**src/rtl/cpu_irq_pkg.sv**
```systemverilog
package cpu_irq_pkg;

    localparam int ID_W   = 10;
    localparam int PRIO_W = 8;
    localparam int DATA_W = 32;
    localparam int ADDR_W = 3;

    localparam logic [ID_W-1:0]   ID_SPURIOUS   = 10'd1023;
    localparam logic [ID_W-1:0]   ID_LAST_USE   = 10'd1019;
    localparam logic [PRIO_W-1:0] PRIO_IDLE     = '1;

    typedef enum logic [ADDR_W-1:0] {
        REG_CTRL = 3'd0,
        REG_MASK = 3'd1,
        REG_ACK  = 3'd2,
        REG_EOI  = 3'd3,
        REG_RUN  = 3'd4,
        REG_PEND = 3'd5
    } reg_sel_e;

    typedef struct packed {
        logic              valid;
        logic [ID_W-1:0]   id;
        logic [PRIO_W-1:0] prio;
    } irq_ent_t;

    function automatic logic id_usable(input logic [ID_W-1:0] id);
        return id <= ID_LAST_USE;
    endfunction

    function automatic logic [DATA_W-1:0] widen_id(input logic [ID_W-1:0] id);
        return {{(DATA_W-ID_W){1'b0}}, id};
    endfunction

endpackage

```
**src/rtl/cpu_irq_regs.sv**
```systemverilog
module cpu_irq_regs
    import cpu_irq_pkg::*;
(
    input  logic              clk,
    input  logic              rst,
    input  logic              bus_en,
    input  logic              bus_we,
    input  logic [ADDR_W-1:0] bus_addr,
    input  logic [DATA_W-1:0] bus_wdata,
    output logic              ctrl_en,
    output logic [PRIO_W-1:0] pmask,
    output logic              ack_rd,
    output logic              eoi_wr,
    output logic [ID_W-1:0]   eoi_id
);

    reg_sel_e sel;
    assign sel = reg_sel_e'(bus_addr);

    always_ff @(posedge clk) begin
        if (rst) begin
            ctrl_en <= 1'b0;
            pmask   <= '0;
        end else if (bus_en && bus_we) begin
            if (sel == REG_CTRL) ctrl_en <= bus_wdata[0];
            if (sel == REG_MASK) pmask   <= bus_wdata[PRIO_W-1:0];
        end
    end

    assign ack_rd = bus_en && !bus_we && (sel == REG_ACK);
    assign eoi_wr = bus_en &&  bus_we && (sel == REG_EOI);
    assign eoi_id = bus_wdata[ID_W-1:0];

endmodule

```
**src/rtl/cpu_irq_select.sv**
```systemverilog
module cpu_irq_select
    import cpu_irq_pkg::*;
(
    input  logic              cand_valid,
    input  logic [ID_W-1:0]   cand_id,
    input  logic [PRIO_W-1:0] cand_prio,
    input  logic              ctrl_en,
    input  logic [PRIO_W-1:0] pmask,
    input  logic [PRIO_W-1:0] run_prio,
    input  logic              stk_full,
    output logic              qualify,
    output logic [ID_W-1:0]   sel_id
);

    logic below_mask, below_run;

    assign below_mask = cand_prio < pmask;
    assign below_run  = cand_prio < run_prio;

    assign qualify = ctrl_en && cand_valid && id_usable(cand_id)
                   && below_mask && below_run && !stk_full;
    assign sel_id  = qualify ? cand_id : ID_SPURIOUS;

endmodule

```
**src/rtl/cpu_irq_stack.sv**
```systemverilog
module cpu_irq_stack
    import cpu_irq_pkg::*;
#(
    parameter int DEPTH = 4
) (
    input  logic              clk,
    input  logic              rst,
    input  logic              push,
    input  logic [ID_W-1:0]   push_id,
    input  logic [PRIO_W-1:0] push_prio,
    input  logic              pop_req,
    input  logic [ID_W-1:0]   pop_id,
    output logic [PRIO_W-1:0] run_prio,
    output logic              full,
    output logic              pop_hit
);

    localparam int CNT_W = $clog2(DEPTH + 1);
    localparam int IDX_W = (DEPTH > 1) ? $clog2(DEPTH) : 1;

    irq_ent_t         ent [DEPTH];
    irq_ent_t         up  [DEPTH];
    logic [DEPTH-1:0] hit;
    logic [IDX_W-1:0] hit_idx;
    logic [CNT_W-1:0] cnt;

    for (genvar gi = 0; gi < DEPTH; gi++) begin : g_ent
        assign hit[gi] = ent[gi].valid && (ent[gi].id == pop_id);
        if (gi < DEPTH - 1) begin : g_up
            assign up[gi] = ent[gi+1];
        end else begin : g_last
            assign up[gi] = '0;
        end
    end

    always_comb begin
        hit_idx = '0;
        for (int i = DEPTH - 1; i >= 0; i--) begin
            if (hit[i]) hit_idx = IDX_W'(i);
        end
    end

    assign pop_hit = |hit;
    assign full    = (cnt == CNT_W'(DEPTH));

    always_comb begin
        run_prio = PRIO_IDLE;
        for (int i = 0; i < DEPTH; i++) begin
            if (ent[i].valid) run_prio = ent[i].prio;
        end
    end

    always_ff @(posedge clk) begin
        if (rst) begin
            cnt <= '0;
            for (int i = 0; i < DEPTH; i++) ent[i] <= '0;
        end else if (push && !full) begin
            for (int i = 0; i < DEPTH; i++) begin
                if (CNT_W'(i) == cnt) ent[i] <= '{valid: 1'b1, id: push_id, prio: push_prio};
            end
            cnt <= cnt + CNT_W'(1);
        end else if (pop_req && pop_hit) begin
            for (int i = 0; i < DEPTH; i++) begin
                if (i >= int'(hit_idx)) ent[i] <= up[i];
            end
            cnt <= cnt - CNT_W'(1);
        end
    end

endmodule

```
**src/rtl/cpu_irq_port.sv**
```systemverilog
module cpu_irq_port
    import cpu_irq_pkg::*;
#(
    parameter int STACK_DEPTH = 4
) (
    input  logic              clk,
    input  logic              rst,
    input  logic              cand_valid,
    input  logic [ID_W-1:0]   cand_id,
    input  logic [PRIO_W-1:0] cand_prio,
    input  logic              bus_en,
    input  logic              bus_we,
    input  logic [ADDR_W-1:0] bus_addr,
    input  logic [DATA_W-1:0] bus_wdata,
    output logic [DATA_W-1:0] bus_rdata,
    output logic              irq,
    output logic              act_set,
    output logic [ID_W-1:0]   act_set_id,
    output logic              act_clr,
    output logic [ID_W-1:0]   act_clr_id
);

    logic              ctrl_en;
    logic [PRIO_W-1:0] pmask;
    logic              ack_rd;
    logic              eoi_wr;
    logic [ID_W-1:0]   eoi_id;
    logic [PRIO_W-1:0] run_prio;
    logic              stk_full;
    logic              stk_hit;
    logic              qualify;
    logic [ID_W-1:0]   sel_id;

    cpu_irq_regs u_regs (
        .clk(clk), .rst(rst),
        .bus_en(bus_en), .bus_we(bus_we), .bus_addr(bus_addr), .bus_wdata(bus_wdata),
        .ctrl_en(ctrl_en), .pmask(pmask),
        .ack_rd(ack_rd), .eoi_wr(eoi_wr), .eoi_id(eoi_id)
    );

    cpu_irq_select u_sel (
        .cand_valid(cand_valid), .cand_id(cand_id), .cand_prio(cand_prio),
        .ctrl_en(ctrl_en), .pmask(pmask), .run_prio(run_prio), .stk_full(stk_full),
        .qualify(qualify), .sel_id(sel_id)
    );

    cpu_irq_stack #(.DEPTH(STACK_DEPTH)) u_stk (
        .clk(clk), .rst(rst),
        .push(ack_rd && qualify), .push_id(cand_id), .push_prio(cand_prio),
        .pop_req(eoi_wr), .pop_id(eoi_id),
        .run_prio(run_prio), .full(stk_full), .pop_hit(stk_hit)
    );

    always_ff @(posedge clk) begin
        if (rst) begin
            irq        <= 1'b0;
            act_set    <= 1'b0;
            act_set_id <= '0;
            act_clr    <= 1'b0;
            act_clr_id <= '0;
        end else begin
            irq        <= qualify;
            act_set    <= ack_rd && qualify;
            act_set_id <= sel_id;
            act_clr    <= eoi_wr && stk_hit;
            act_clr_id <= eoi_id;
        end
    end

    always_comb begin
        case (reg_sel_e'(bus_addr))
            REG_CTRL: bus_rdata = {{(DATA_W-1){1'b0}}, ctrl_en};
            REG_MASK: bus_rdata = {{(DATA_W-PRIO_W){1'b0}}, pmask};
            REG_ACK:  bus_rdata = widen_id(sel_id);
            REG_RUN:  bus_rdata = {{(DATA_W-PRIO_W){1'b0}}, run_prio};
            REG_PEND: bus_rdata = widen_id(sel_id);
            default:  bus_rdata = '0;
        endcase
    end

endmodule

```
**config.mk**
```make
export PLATFORM = sky130hd
export DESIGN_NAME = cpu_irq_port
export DESIGN_NICKNAME = d
export VERILOG_FILES = /design/src/rtl/cpu_irq_pkg.sv /design/src/rtl/cpu_irq_regs.sv /design/src/rtl/cpu_irq_select.sv /design/src/rtl/cpu_irq_stack.sv /design/src/rtl/cpu_irq_port.sv
export SDC_FILE = /design/constraint.sdc
export NUM_CORES = 1
export LEC_CHECK = 0
export ABC_AREA = 0
export BUFFER_PORTS_ARGS = -buffer_cell sky130_fd_sc_hd__buf_4
export CAP_MARGIN = 20
export CELL_PAD_IN_SITES_DETAIL_PLACEMENT = 0
export CELL_PAD_IN_SITES_GLOBAL_PLACEMENT = 1
export CORE_UTILIZATION = 44
export CTS_CLUSTER_SIZE = 30
export DETAILED_ROUTE_END_ITERATION = 12
export HOLD_SLACK_MARGIN = 0.06
export PLACE_DENSITY = 0.89
export SYNTH_ARGS = -nofsm -noshare
export SYNTH_HDL_FRONTEND = slang
export SYNTH_HIERARCHICAL = 1
export SYNTH_SLANG_ARGS = --single-unit
```
**constraint.sdc**
```tcl
create_clock -name clk -period 4.8 [get_ports clk]
set_input_delay 0.96 -clock clk [delete_from_list [all_inputs] [get_ports clk]]
set_output_delay 0.96 -clock clk [all_outputs]
set_load 0.005 [all_outputs]
```
==> impl_metrics.yaml <==
route:
  post-route-drc-count: 0
  dr.pass1.iters: 5
  detail_route.vias_per_cell: 5.56
  wire_per_inst_um: 18.5
  totalWireLength_mm: 16.4
  routed-via-count: 4904
  dr.first_iter.drc_count: 509
  final_antenna_net_count: 0
grt:
  grt_most_used_layer: "met2"
  grt_util_met3_pct: 2.88
  met2_track_demand_over_resource_pct: 35.5
  grt_antenna_before_repair: 0
  grt_first_pass_wirelength_mm: 24.9
  grt_start_max_net_pins: 53
  grt.total_usage_pct: 22.0
  use_met1_pct: 29.8
  residual_overflow_from_global_routing: 0
  grt_pass1_vias: 4626
finish:
  register_area_sq_um: 2780
  layout.core_utilization_pct: 51.4
  num-nets-final: 775
  layout.filler_cells: 1243
  multi_input_comb_area_sq_um: 3160
  final_cell_count_no_fill: 882
  layout_cell_share_with_drive_strength_beyond_1_pct: 17.0
  final_cell_area_sq_um: 7220
  antenna-diode-count: 0
  area_grow_syn2layout_pct: 13.0
critical_path:
  largest_fanout_on_the_critical_path: 10
  worstRegToRegCells: 18
  critPathArrivalTime_ns: 3.56
  slowest_delay_ns: 0.53
  worst-r2r-setup-slack_ns: 0.55
  critPathRequiredTime_ns: 3.84
  reg_to_reg_start: "u_stk/ent[1][18]"
  path_cells: "clkinv_1 -> nand2_1 -> o22ai_1 -> o211ai_1 -> o21a_1 -> inv_1 -> ha_1 -> a21oi_1 -> o22ai_1 -> nor2_2 -> nand4b_1 -> mux4_2 -> o2bb2ai_2 -> buf_4"
  setup.worst_path.end_class: "output port"
  crit_type: "flip-flop to output port"
  critical_path_buf_inv_count: 3
  worstSetupStartpointType: "flip-flop"
  critical_path.slowest_cell: "sky130_fd_sc_hd__mux4_2"
  rr_endpoint: "u_stk/ent[0][6]"
  cp_num_cells: 14
  crit_top_cell: "sky130_fd_sc_hd__o22ai_1"
  crit_family: "compound AO/OA/AOI/OAI gates"
yosys:
  synthArstFlopShare_pct: 0
  synth_cells: 646
  synth-warning-count: 6
  yosysMostFrequentCell: "sky130_fd_sc_hd__nand2_1"
  yosysTopAreaCell: "sky130_fd_sc_hd__edfxtp_1"
  synth_area_sq_um: 6390
  post_synth_edffs: 56
  synth.ff_latch_count: 111
  synthTopCellsByArea: "sky130_fd_sc_hd__edfxtp_1 (26%), sky130_fd_sc_hd__dfxtp_1 (17%), sky130_fd_sc_hd__mux2i_1 (5.5%), sky130_fd_sc_hd__nand2_1 (5.5%), sky130_fd_sc_hd__buf_4 (4.0%)"
  avgSynthCellArea_sq_um: 9.90
  distinct_cell_type_count_of_the_synthesized_netlist: 55
  ys.flop_type: "sky130_fd_sc_hd__edfxtp_1"
  synth_top_cells_by_count: "sky130_fd_sc_hd__nand2_1 (93), sky130_fd_sc_hd__edfxtp_1 (56), sky130_fd_sc_hd__dfxtp_1 (55)"
  seq_area_frac_synth_pct: 43.5
  proportion_of_netlist_area_held_by_the_largest_area_contributor_pct: 26.3
placement:
  dpl.cell_count: 866
  gp_congestion: 0.853
  dp_hpwl_mm: 11.7
  postPlaceCellArea_sq_um: 6890
  io_buffer_count: 68
pwr:
  pwr_per_cell_area_nw_per_um2: 287
  power.leakage_nw: 2.75
  vdd_ir_drop_max_mv: 0.191
sta:
  worst_pin_slew_ns: 0.825
  finalCritPeriodShare_pct: 94.1
  fin_setup_tns_ns: 0
  timing.final.hold_violations: 0
  setup_failing_eps_final: 0
  post-route-min-period_ns: 4.52
  timing.fmax_mhz: 221
  worst_hold_slack_ns: 0.482
  maxSlewViolCount: 0
  rsz_0062_raised_after_global_routing: "false"
  setup_skew_after_layout_ns: 0.00880
  normalized_max_slew_margin_pct: 44.9
clock_network:
  clk_pin_slew_ns: 0.08
  post_cts_hold_buffer_count: 0
  clock_path_buffers: 2
  tritoncts.num_buffers: 9
  worstSkewPairLatency_ns: 0.35
  cts_root_buffer: "sky130_fd_sc_hd__clkbuf_16"
  number_of_setup_buffers_added_after_cts: 0
  clock_sink_count: 111
  post_cts_resize_count: 0
  cts_tree: "built"
  cts.htree.levels: 3
flow_run:
  drv.max_cap_violation_count: 0
run_status:
  status: "finished clean"
die:
  start_util_pct: 45.5
  fp.dieArea_sq_um: 15000
  floorplan.die.height_um: 123
  core-area_sq_um: 14000
  floorplan.die.width_um: 123
  fp-row-count: 43
  io_pins: 113
hold_path:
  worstHoldStart: "u_stk/ent[3][6]"
  worstHoldEndpoint: "u_stk/ent[3][6]"
  worstHoldPathCells: 2
  worst_hold_path_type: "flip-flop to flip-flop"
## area by class of cell
type	instances	share of cell area [%]
clock inverters	7	1.49
multi-input cells	468	43.7
flip-flops and latches	111	38.5
repair buffers	83	8.80
inverters	24	1.25
well taps	180	3.12
clock buffers	9	3.12
## stage by stage
step	worst slack [ns]	total power, W
4_1_cts	0.216	0.00208
6_report	0.284	0.00207
3_3_place_gp	0.625	0.00126
3_5_place_dp	0.536	0.00127
5_1_grt	0.120	0.00214
2_1_floorplan	0.883	0.00119
## registers in the layout, indices dropped and copies added (netlist names)
| name | flops |
|---|---|
| act_clr | 1 |
| act_clr_id | 10 |
| act_set | 1 |
| act_set_id | 10 |
| irq | 1 |
| u_regs/ctrl_en | 1 |
| u_regs/pmask | 8 |
| u_stk/cnt | 3 |
| u_stk/ent | 76 |
## logic make-up after synthesis
kind of cell | Yosys count | share of synthesized area (%)
and+or+nand+nor | 232 | 19.9
AOI/OAI and AO/OA | 116 | 12.5
DFF | 111 | 43.5
buffers and inverters | 88 | 8.48
xor gates and xnor gates | 41 | 5.62
muxes | 37 | 6.01
adders and majority gates | 20 | 3.91
other | 1 | 0.0587
## worst reg2reg max path, stage by stage, from the launching register on
cell	delay, ns
sky130_fd_sc_hd__edfxtp_1	0.41
sky130_fd_sc_hd__clkinv_1	0.10
sky130_fd_sc_hd__nand2_1	0.28
sky130_fd_sc_hd__o22ai_1	0.12
sky130_fd_sc_hd__o211ai_1	0.17
sky130_fd_sc_hd__o21a_1	0.23
sky130_fd_sc_hd__inv_1	0.06
sky130_fd_sc_hd__ha_1	0.29
sky130_fd_sc_hd__a21oi_1	0.13
sky130_fd_sc_hd__o22ai_1	0.11
sky130_fd_sc_hd__nor2_2	0.29
sky130_fd_sc_hd__and3_1	0.24
sky130_fd_sc_hd__and2_1	0.22
sky130_fd_sc_hd__nand2_1	0.19
sky130_fd_sc_hd__nand3b_1	0.29
sky130_fd_sc_hd__a31oi_4	0.13
sky130_fd_sc_hd__nor2_2	0.16
sky130_fd_sc_hd__buf_4	0.39
sky130_fd_sc_hd__o21ai_0	0.18
## metal layers
layer  wire [um]  vias to the layer above
li1            -                     2323
met1        7310                     2341
met2        7650                      220
met3        1070                       20
met4         329                        0
met5           0                        -
## how the worst max path moves through the flow
| stage | endpoint | startpoint |
|---|---|---|
| 3_3_place_gp | bus_rdata[0] | u_stk/ent[1][18] |
| 5_1_grt | bus_rdata[0] | u_stk/ent[1][18] |
| 6_report | bus_rdata[0] | u_stk/ent[1][18] |
| 4_1_cts | bus_rdata[0] | u_stk/ent[1][18] |
| 3_5_place_dp | u_stk/ent[0][2] | u_stk/ent[1][18] |
| 2_1_floorplan | u_stk/ent[0][0] | u_stk/ent[1][18] |
## cells in the final DEF (no fill, tap or decap), types with 7 or more instances in the layout
| master | Yosys | final |
|---|---|---|
| sky130_fd_sc_hd__nand2_1 | 93 | 93 |
| sky130_fd_sc_hd__buf_4 | 34 | 82 |
| sky130_fd_sc_hd__edfxtp_1 | 56 | 56 |
| sky130_fd_sc_hd__dfxtp_1 | 55 | 55 |
| sky130_fd_sc_hd__mux2i_1 | 35 | 35 |
| sky130_fd_sc_hd__nor2_1 | 29 | 28 |
| sky130_fd_sc_hd__nor2b_1 | 25 | 25 |
| sky130_fd_sc_hd__a21oi_1 | 26 | 25 |
| sky130_fd_sc_hd__inv_1 | 22 | 22 |
| sky130_fd_sc_hd__conb_1 | 1 | 22 |
| sky130_fd_sc_hd__xnor2_1 | 21 | 21 |
| sky130_fd_sc_hd__ha_1 | 20 | 20 |
| sky130_fd_sc_hd__xor2_1 | 20 | 20 |
| sky130_fd_sc_hd__nand2b_1 | 19 | 19 |
| sky130_fd_sc_hd__a22o_1 | 18 | 18 |
| sky130_fd_sc_hd__o211ai_1 | 16 | 16 |
| sky130_fd_sc_hd__nand4bb_1 | 14 | 14 |
| sky130_fd_sc_hd__o21ai_1 | 12 | 12 |
| sky130_fd_sc_hd__nand4b_1 | 10 | 10 |
| sky130_fd_sc_hd__clkbuf_16 | 0 | 9 |
| sky130_fd_sc_hd__o22ai_1 | 9 | 9 |
| sky130_fd_sc_hd__o21a_1 | 9 | 9 |
| sky130_fd_sc_hd__o21ai_0 | 9 | 9 |
| sky130_fd_sc_hd__nand4_1 | 7 | 7 |
## where the power goes
| group | internal [W] | switching [W] | leakage [nW] |
|---|---|---|---|
| registers | 0.00102 | 0.0000127 | 1.03 |
| logic | 0.0000973 | 0.000121 | 1.56 |
| clock network | 0.000465 | 0.000358 | 0.158 |
| total | 0.00158 | 0.000491 | 2.75 |
(Power assumes the default switching activity.)
